===== src/rtl/addsub_pkg.sv =====
package addsub_pkg;

    typedef enum logic [1:0] {
        OP_ADD = 2'd0,
        OP_SUB = 2'd1,
        OP_DYN = 2'd2
    } op_mode_e;

    typedef enum logic {
        Q_TRUNC = 1'b0,
        Q_ROUND = 1'b1
    } quant_e;

    typedef enum logic {
        O_WRAP = 1'b0,
        O_SAT  = 1'b1
    } ovf_e;

    function automatic int imax(input int x, input int y);
        return (x > y) ? x : y;
    endfunction

    function automatic int imin(input int x, input int y);
        return (x < y) ? x : y;
    endfunction

endpackage


===== src/rtl/addsub_align.sv =====
module addsub_align
    import addsub_pkg::*;
#(
    parameter int       A_W      = 8,
    parameter int       A_FRAC   = 4,
    parameter bit       A_SIGNED = 1'b1,
    parameter int       B_W      = 6,
    parameter int       B_FRAC   = 2,
    parameter bit       B_SIGNED = 1'b1,
    parameter int       FRAC     = 4,
    parameter int       IW       = 10,
    parameter op_mode_e OP_MODE  = OP_DYN,
    parameter bit       HAS_CIN  = 1'b1
) (
    input  logic [A_W-1:0] a,
    input  logic [B_W-1:0] b,
    input  logic           sub,
    input  logic           cin,
    output logic [IW-1:0]  a_x,
    output logic [IW-1:0]  b_x,
    output logic [1:0]     carry
);
    localparam int A_SH = FRAC - A_FRAC;
    localparam int B_SH = FRAC - B_FRAC;

    logic [IW-1:0] a_ext, b_ext, b_al;
    logic          do_sub, cin_eff;

    // extend to the internal width, then move onto the common binary point
    assign a_ext = {{(IW-A_W){A_SIGNED & a[A_W-1]}}, a};
    assign b_ext = {{(IW-B_W){B_SIGNED & b[B_W-1]}}, b};
    assign a_x   = a_ext << A_SH;
    assign b_al  = b_ext << B_SH;

    generate
        if (OP_MODE == OP_DYN) begin : g_dyn
            assign do_sub = sub;
        end else begin : g_fix
            assign do_sub = (OP_MODE == OP_SUB);
        end
        if (HAS_CIN) begin : g_cin
            assign cin_eff = cin;
        end else begin : g_nocin
            assign cin_eff = 1'b0;
        end
    endgenerate

    // subtraction as inverted b plus one; carry-in stacks on top
    assign b_x   = do_sub ? ~b_al : b_al;
    assign carry = {1'b0, do_sub} + {1'b0, cin_eff};

endmodule


===== src/rtl/addsub_delay.sv =====
module addsub_delay #(
    parameter int W     = 8,
    parameter int DEPTH = 1
) (
    input  logic         clk,
    input  logic         rst,
    input  logic         i_vld,
    input  logic [W-1:0] i_dat,
    output logic         o_vld,
    output logic [W-1:0] o_dat
);
    generate
        if (DEPTH == 0) begin : g_wire
            assign o_vld = i_vld;
            assign o_dat = i_dat;
        end else begin : g_pipe
            logic [DEPTH-1:0]        vld_q;
            logic [DEPTH-1:0][W-1:0] dat_q;

            always_ff @(posedge clk) begin
                if (rst) begin
                    vld_q <= '0;
                    dat_q <= '0;
                end else begin
                    vld_q[0] <= i_vld;
                    dat_q[0] <= i_dat;
                    for (int k = 1; k < DEPTH; k++) begin
                        vld_q[k] <= vld_q[k-1];
                        dat_q[k] <= dat_q[k-1];
                    end
                end
            end

            assign o_vld = vld_q[DEPTH-1];
            assign o_dat = dat_q[DEPTH-1];
        end
    endgenerate

endmodule


===== src/rtl/addsub_quant.sv =====
module addsub_quant
    import addsub_pkg::*;
#(
    parameter int     IW        = 10,
    parameter int     FRAC      = 4,
    parameter bit     FULL_PREC = 1'b0,
    parameter int     Y_W       = 6,
    parameter int     Y_FRAC    = 2,
    parameter bit     Y_SIGNED  = 1'b1,
    parameter quant_e QUANT     = Q_ROUND,
    parameter ovf_e   OVF       = O_SAT,
    parameter bit     COUT_EN   = 1'b0,
    parameter int     OUT_W     = 6
) (
    input  logic [IW-1:0]    sum,
    output logic [OUT_W-1:0] y,
    output logic             cout
);
    localparam int UP = (Y_FRAC > FRAC) ? Y_FRAC - FRAC : 0;
    localparam int DN = (FRAC > Y_FRAC) ? FRAC - Y_FRAC : 0;
    localparam int QW = IW + UP + 1;

    generate
        if (FULL_PREC) begin : g_full
            assign y    = sum;
            assign cout = 1'b0;
        end else begin : g_red
            localparam logic signed [QW-1:0] HI = Y_SIGNED ? (QW'(1) << (Y_W-1)) - QW'(1)
                                                           : (QW'(1) << Y_W) - QW'(1);
            localparam logic signed [QW-1:0] LO = Y_SIGNED ? -(QW'(1) << (Y_W-1)) : '0;

            logic signed [QW-1:0] ext, q, sat;

            assign ext = {{(UP+1){sum[IW-1]}}, sum} << UP;

            if (DN == 0) begin : g_keep
                assign q = ext;
            end else if (QUANT == Q_ROUND) begin : g_round
                localparam logic signed [QW-1:0] HALF = QW'(1) << (DN-1);
                logic signed [QW-1:0] bias;
                // negative values take one less bias so ties move away from zero
                assign bias = ext[QW-1] ? HALF - QW'(1) : HALF;
                assign q    = (ext + bias) >>> DN;
            end else begin : g_trunc
                assign q = ext >>> DN;
            end

            assign sat = (q > HI) ? HI : ((q < LO) ? LO : q);

            if (OVF == O_SAT) begin : g_sat
                assign y = sat[Y_W-1:0];
            end else begin : g_wrap
                assign y = q[Y_W-1:0];
            end

            if (COUT_EN) begin : g_cout
                assign cout = q[Y_W];
            end else begin : g_nocout
                assign cout = 1'b0;
            end
        end
    endgenerate

endmodule


===== src/rtl/fixed_addsub.sv =====
module fixed_addsub
    import addsub_pkg::*;
#(
    parameter int       A_W       = 8,
    parameter int       A_FRAC    = 4,
    parameter bit       A_SIGNED  = 1'b1,
    parameter int       B_W       = 6,
    parameter int       B_FRAC    = 2,
    parameter bit       B_SIGNED  = 1'b1,
    parameter op_mode_e OP_MODE   = OP_DYN,
    parameter bit       HAS_CIN   = 1'b1,
    parameter bit       HAS_COUT  = 1'b0,
    parameter bit       FULL_PREC = 1'b0,
    parameter int       Y_W       = 6,
    parameter int       Y_FRAC    = 2,
    parameter bit       Y_SIGNED  = 1'b1,
    parameter quant_e   QUANT     = Q_ROUND,
    parameter ovf_e     OVF       = O_SAT,
    parameter int       LATENCY   = 3,
    parameter bit       SPREAD    = 1'b1,
    localparam int      FRAC      = imax(A_FRAC, B_FRAC),
    localparam int      INTB      = imax(A_W - A_FRAC, B_W - B_FRAC),
    localparam int      IW        = INTB + FRAC + 2,
    localparam int      OUT_W     = FULL_PREC ? IW : Y_W
) (
    input  logic             clk,
    input  logic             rst,
    input  logic             in_valid,
    input  logic [A_W-1:0]   a,
    input  logic [B_W-1:0]   b,
    input  logic             sub,
    input  logic             cin,
    output logic             out_valid,
    output logic [OUT_W-1:0] y,
    output logic             cout
);
    localparam int  NIN     = SPREAD ? imin(LATENCY, 2) : 0;
    localparam int  NOUT    = LATENCY - NIN;
    localparam bit  COUT_OK = !FULL_PREC && !A_SIGNED && !B_SIGNED && !Y_SIGNED
                              && ((Y_W - Y_FRAC) == INTB);
    localparam bit  COUT_EN = HAS_COUT && COUT_OK;
    localparam int  W1      = 2*IW + 2;
    localparam int  W3      = OUT_W + 1;

    logic [IW-1:0] al_a, al_b, s1_a, s1_b, sum0, s2_sum;
    logic [1:0]    al_c, s1_c;
    logic [W1-1:0] s1_dat;
    logic          s1_vld, s2_vld, q_cout;
    logic [OUT_W-1:0] q_y;
    logic [W3-1:0] o_dat;

    addsub_align #(
        .A_W(A_W), .A_FRAC(A_FRAC), .A_SIGNED(A_SIGNED),
        .B_W(B_W), .B_FRAC(B_FRAC), .B_SIGNED(B_SIGNED),
        .FRAC(FRAC), .IW(IW), .OP_MODE(OP_MODE), .HAS_CIN(HAS_CIN)
    ) u_align (
        .a(a), .b(b), .sub(sub), .cin(cin),
        .a_x(al_a), .b_x(al_b), .carry(al_c)
    );

    // first inner boundary: after alignment
    addsub_delay #(.W(W1), .DEPTH((NIN >= 1) ? 1 : 0)) u_d_align (
        .clk(clk), .rst(rst), .i_vld(in_valid), .i_dat({al_a, al_b, al_c}),
        .o_vld(s1_vld), .o_dat(s1_dat)
    );

    assign {s1_a, s1_b, s1_c} = s1_dat;
    assign sum0 = s1_a + s1_b + IW'(s1_c);

    // second inner boundary: after the adder
    addsub_delay #(.W(IW), .DEPTH((NIN >= 2) ? 1 : 0)) u_d_sum (
        .clk(clk), .rst(rst), .i_vld(s1_vld), .i_dat(sum0),
        .o_vld(s2_vld), .o_dat(s2_sum)
    );

    addsub_quant #(
        .IW(IW), .FRAC(FRAC), .FULL_PREC(FULL_PREC), .Y_W(Y_W), .Y_FRAC(Y_FRAC),
        .Y_SIGNED(Y_SIGNED), .QUANT(QUANT), .OVF(OVF), .COUT_EN(COUT_EN), .OUT_W(OUT_W)
    ) u_quant (
        .sum(s2_sum), .y(q_y), .cout(q_cout)
    );

    // remaining latency as an output shift register
    addsub_delay #(.W(W3), .DEPTH(NOUT)) u_d_out (
        .clk(clk), .rst(rst), .i_vld(s2_vld), .i_dat({q_cout, q_y}),
        .o_vld(out_valid), .o_dat(o_dat)
    );

    assign {cout, y} = o_dat;

endmodule


===== config.mk =====
export PLATFORM = sky130hd
export DESIGN_NAME = fixed_addsub
export DESIGN_NICKNAME = d
export VERILOG_FILES = /design/src/rtl/addsub_pkg.sv /design/src/rtl/addsub_align.sv /design/src/rtl/addsub_delay.sv /design/src/rtl/addsub_quant.sv /design/src/rtl/fixed_addsub.sv
export SDC_FILE = /design/constraint.sdc
export NUM_CORES = 1
export LEC_CHECK = 0
export BUFFER_PORTS_ARGS = -buffer_cell sky130_fd_sc_hd__buf_2
export CORE_UTILIZATION = 40
export CTS_CLUSTER_DIAMETER = 150
export DETAILED_ROUTE_END_ITERATION = 10
export HOLD_SLACK_MARGIN = 0.06
export MAX_ROUTING_LAYER = met4
export PLACE_DENSITY = 0.62
export REMOVE_ABC_BUFFERS = 1
export SLEW_MARGIN = 15
export SYNTH_ARGS = -nofsm -noshare
export SYNTH_HDL_FRONTEND = slang
export SYNTH_SLANG_ARGS = --single-unit

===== constraint.sdc =====
create_clock -name clk -period 3.17 [get_ports clk]
set_clock_uncertainty 0.1 [all_clocks]
set_input_delay 0.634 -clock clk [delete_from_list [all_inputs] [get_ports clk]]
set_output_delay 0.634 -clock clk [all_outputs]
set_load 0.01 [all_outputs]

* After elaboration in Yosys (flattened, before gate mapping)
Cells that the tools add are included.
Operators by class: muxes and demuxes 4, multiply operators 0, shift operators 0, divide/modulo/power cells 0, reductions and logical operators 2, bitwise operators 2, equality and inequality tests 0, add/sub/neg operators 4, order comparisons 2
Operators with widths (count):
- two-way mux 6 bit | 2
- adder 10 x 3 -> 11 bit | 1
- adder 10 bit | 1
- adder 10 x 2 -> 10 bit | 1
- two-way mux 10 bit | 1
- NOT 10 bit | 1
- > comparator 9 x 6 -> 1 bit, second input constant | 1
- less-than comparator 9 x 6 -> 1 bit, second input constant | 1
- OR reduction 2 bit | 2
- adder 1 x 1 -> 2 bit | 1
- two-way mux 2 bit | 1
- NOT 1 bit | 1
Storage, ports and cells: memory bits (writable) 0, memories 0, word-level logic and storage cells 23, latch bits 0, memory bits (read-only) 0, bits in registers 40

* Logic depth before layout (Yosys ltp)
depth in word-level cells 5, mapped depth 9

* By module
A second synthesis with hierarchy kept.
Unflattened totals: cells, all modules 196, area, all modules 2099.5 µm²
Modules (own cells, without submodules):
- addsub_delay at u_d_align | instances 1, cells each 48, sequential area each 460.4 µm², area each 669.4 µm²
- fixed_addsub | instances 1, cells each 56, sequential area each 0.0 µm², area each 503.0 µm²
- addsub_delay at u_d_sum | instances 1, cells each 23, sequential area each 220.2 µm², area each 337.8 µm²
- addsub_delay at u_d_out | instances 1, cells each 16, sequential area each 160.2 µm², area each 210.2 µm²
- addsub_quant | instances 1, cells each 31, sequential area each 0.0 µm², area each 197.7 µm²
- addsub_align | instances 1, cells each 22, sequential area each 0.0 µm², area each 181.4 µm²

* Worst setup path before layout
No wires, ideal clock.
path type register to register, from register u_d_align.g_pipe.dat_q (netlist bit u_d_align.o_dat[1]), to register u_d_sum.g_pipe.dat_q (netlist bit u_d_sum.o_dat[7]), clock period less this slack 2388 ps, arrival 2157 ps, cell stages (with the launch flop) 8, path slack 782 ps, required time 2938 ps, path through dfxtp_1 fa_1 ha_1 fa_1 a211o_1 a21o_1 a211oi_1 nor3_1
On the way: word-level cells in the longest chain between the ends 1
Ends and longest elaborated chain:
- start: declaration | line addsub_delay.sv:18 | logic [DEPTH-1:0][W-1:0] dat_q;
- start signal: indexed assignment | line addsub_delay.sv:29 | dat_q[k] <= dat_q[k-1];
- adder 10 x 2 -> 10 bit | line fixed_addsub.sv:68 | assign sum0 = s1_a + s1_b + IW'(s1_c);
- end signal: indexed assignment | line addsub_delay.sv:29
- end: declaration | line addsub_delay.sv:18
No other way between the ends. A chain may end at the register's enable or synchronous reset.

* Worst setup path after layout
Ends and elaborated chain as after synthesis.

==> impl_metrics.csv <==
group,metric,value,unit
timing,number_of_pins_with_negative_max_slew_slack_in_the_final_report,0,
cts,clockBufferDepth,2,
cts,cts.repair.resized,0,
global_routing,grtUsageTotal,14.9,%
logic_synthesis,yosys_warnings,0,
floorplanning,floorplan.initialDensity,42.9,%
detailed_routing,drc_errors,0,
cts,clk_pin_slew_worst_paths,60,ps
status,run_status,"completed",
setup_path,crit_path_max_fanout,3,
timing,hold_viol_final,0,
finish,layout_commonest_cell,"sky130_fd_sc_hd__dfxtp_1",
detailed_routing,drt_first_iter_violations,53,
global_routing,grt_max_degree,40,
logic_synthesis,synth_top_cell_area_share,40.9,%
global_routing,grt_antenna_before_repair,0,
global_routing,grt_first_pass_wirelength,4.95,mm
floorplanning,fp.dieArea,4680,um^2
detailed_routing,wire_per_inst,11.0,um
timing,max_slew_margin,54.7,%
cts,cts-buffers-inserted,5,
cts,cts_num_sinks,36,
setup_path,crit_path_end_kind,"flop",
min_path,holdCritPathClass,"flop to flop",
logic_synthesis,yosysUniqueCellTypes,44,
min_path,worst_hold_launch,"u_d_sum.o_vld$_SDFF_PP0_",
detailed_routing,vias_per_cell,5.00,
logic_synthesis,synthTopCellsByArea,"sky130_fd_sc_hd__dfxtp_1, sky130_fd_sc_hd__ha_1, sky130_fd_sc_hd__nor2b_1, sky130_fd_sc_hd__xnor2_1, sky130_fd_sc_hd__fa_1",
timing,grt_setup_unrepaired,"no",
cts,post_cts.repair.setup_buffers,0,
finish,fraction_of_layout_instances_using_a_drive_strength_above_1,19.7,%
placed_design,detailed_place_hpwl,2.05,mm
placed_design,place.port_buffers,25,
timing,max_frequency,395,MHz
logic_synthesis,synth_seq_area_share,40.9,%
setup_path,critPathArrivalTime,2570,ps
setup_path,critPathLaunch,"u_d_align.o_dat[1]$_SDFF_PP0_",
detailed_routing,detailedRoute.firstPassIterationCount,4,
cts,cts_tree,"built",
logic_synthesis,syn_area_per_cell,10.3,um^2
placed_design,globalplace.congestion,0.801,
pwr,leak,0.876,nW
setup_path,critical-path-top-cell-by-count,"sky130_fd_sc_hd__fa_1",
floorplanning,fp.dieW,68.4,um
timing,final.setup.tns,0,ps
setup_path,timing.setup.critical_path_class,"flop to flop",
floorplanning,top_level_pins,27,
finish,area_delta_synth_final,13.5,%
setup_path,crit_chain,"fa_1, ha_1, fa_1, a211o_1, a21o_1, a211oi_1, nor3_1",
cts,number_of_h_tree_levels,2,
global_routing,first_global_vias,1217,
logic_synthesis,netlist.top_cell.by_area,"sky130_fd_sc_hd__dfxtp_1",
logic_synthesis,post_synth_inst_count,172,
setup_path,worst_setup_path_start_kind,"flop",
floorplanning,fp-row-count,23,
detailed_routing,vias,1240,
cts,cts_root_buffer,"sky130_fd_sc_hd__clkbuf_8",
setup_path,longest_individual_stage_delay_on_the_worst_path,480,ps
pwr,power.ir.vdd_worst,0.257,mV
timing,finalSetupViolCount,0,
cts,clock_insertion_delay_worst_skew,280,ps
floorplanning,core,4120,um^2
logic_synthesis,synth.cell_area,1760,um^2
timing,max_slew.worst_pin.slew,679,ps
finish,layout.cells.most_common_list,"sky130_fd_sc_hd__dfxtp_1, sky130_fd_sc_hd__buf_2, sky130_fd_sc_hd__nor2b_1",
run,max-cap-violations,0,
pwr,power_per_cell_area,518,nW/um^2
logic_synthesis,yosys_register_bits,36,
setup_path,cp_slowest_cell,"sky130_fd_sc_hd__fa_1",
global_routing,remaining_global_route_overflow,0,
finish,fin_nets,235,
detailed_routing,finalWirelength,2.74,mm
setup_path,worst_r2r_startpoint,"u_d_align.o_dat[1]$_SDFF_PP0_",
detailed_routing,ant_nets,0,
cts,cts_hold_buffers,0,
finish,insertedDiodeCount,0,
finish,finalCoreUtilization,48.7,%
setup_path,worst-endpoint-required,3210,ps
timing,fin_crit,2530,ps
timing,layout_worst_path_cycle_share,79.9,%
floorplanning,dieHeight,68.4,um
==> worst paths after layout <==
kind / to / slack [ps] / cells past startpoint
max: u_d_sum.o_dat[7]$_SDFF_PP0_ / 640 / 7
max reg2reg: u_d_sum.o_dat[7]$_SDFF_PP0_ / 640 / 7
min: u_d_out.o_vld$_SDFF_PP0_ / 340 / 1
min reg2reg: u_d_out.o_vld$_SDFF_PP0_ / 340 / 1
==> stage by stage <==
step	std cells	hold WS (ps)	instance area (um^2)	worst slack (ps)	power, mW
floorplan	165	314	1730	792	0.666
global placement	240	316	1910	706	0.718
detailed placement	240	329	1910	641	0.725
CTS	248	345	2000	639	1.05
global route	248	357	2000	508	1.11
finish	248	338	2000	638	1.04
==> report_power, final <==
group | switching (mW) | total (mW) | internal [mW]
sequential | 0.0257 | 0.519 | 0.493
combinational | 0.101 | 0.195 | 0.0943
clock | 0.146 | 0.323 | 0.177
total | 0.273 | 1.04 | 0.765
==> final cells by class <==
class,instances,area [um^2]
multi-input combinational,119,967
tap,50,62.6
inverter,10,37.5
sequential,36,721
clock buffer,8,90.1
timing repair buffer,25,125
fill,392,2110
==> critical path, delay by kind of cell, from the launching register on <==
family	cells	cell delay, ps
AO/OA/AOI/OAI	3	750
adder cells (fa/ha/maj)	3	1150
flip-flops	1	320
AND/OR/NAND/NOR	1	70
==> logic make-up (layout without fill, tap and decap cells) <==
logic type / after synthesis / count (layout) / synth area share [%]
AOI/OAI and AO/OA: 40 / 40 / 18.4
muxes: 1 / 1 / 0.638
other: 1 / 1 / 0.213
adders and majority gates: 19 / 19 / 14.8
xor gates and xnor gates: 10 / 10 / 4.96
and+or+nand+nor: 48 / 48 / 15.8
DFF: 36 / 36 / 40.9
buffers and inverters: 17 / 43 / 4.33
==> per-layer routing <==
layer	wire (um)	global-route usage, %
met5	0	-
met1	1200	14.8
met2	1350	25.2
met4	61	7.55
met3	129	5.83
==> state kept, by name, summed over array words and instances, names as in the netlist <==
register	flops
u_d_align.o_dat	17
u_d_align.o_vld	1
u_d_out.o_dat	6
u_d_out.o_vld	1
u_d_sum.o_dat	10
u_d_sum.o_vld	1
==> Yosys cell counts <==
cell type,instances
sky130_fd_sc_hd__conb_1,1
sky130_fd_sc_hd__or3_4,1
sky130_fd_sc_hd__a211o_1,1
sky130_fd_sc_hd__a311oi_2,1
sky130_fd_sc_hd__and2_1,3
sky130_fd_sc_hd__and3_1,2
sky130_fd_sc_hd__nor2_1,11
sky130_fd_sc_hd__nand3_1,2
sky130_fd_sc_hd__and4_1,1
sky130_fd_sc_hd__a31oi_1,2
sky130_fd_sc_hd__nand2_1,2
sky130_fd_sc_hd__o311ai_0,1
sky130_fd_sc_hd__buf_4,1
sky130_fd_sc_hd__buf_2,1
sky130_fd_sc_hd__nor3_1,1
sky130_fd_sc_hd__ha_1,16
sky130_fd_sc_hd__nand2b_1,1
sky130_fd_sc_hd__o211ai_1,2
sky130_fd_sc_hd__a31o_1,1
sky130_fd_sc_hd__inv_1,10
sky130_fd_sc_hd__fa_1,3
sky130_fd_sc_hd__or3b_2,1
sky130_fd_sc_hd__or3_1,1
sky130_fd_sc_hd__a311oi_1,3
sky130_fd_sc_hd__a211oi_1,6
sky130_fd_sc_hd__mux2_2,1
sky130_fd_sc_hd__xor2_1,1
sky130_fd_sc_hd__o21a_1,2
sky130_fd_sc_hd__o31a_1,3
sky130_fd_sc_hd__a2111oi_4,1
sky130_fd_sc_hd__or2_1,1
sky130_fd_sc_hd__o21ai_0,6
sky130_fd_sc_hd__a31oi_4,1
sky130_fd_sc_hd__or3_2,2
sky130_fd_sc_hd__a21o_1,3
sky130_fd_sc_hd__a21oi_1,5
sky130_fd_sc_hd__buf_6,1
sky130_fd_sc_hd__nor3b_1,2
sky130_fd_sc_hd__xnor2_1,9
sky130_fd_sc_hd__nor2b_1,17
sky130_fd_sc_hd__clkbuf_1,4
sky130_fd_sc_hd__o21bai_1,1
sky130_fd_sc_hd__dfxtp_1,36
sky130_fd_sc_hd__a311o_1,1
Note: power is estimated with default switching activity, not from simulation.
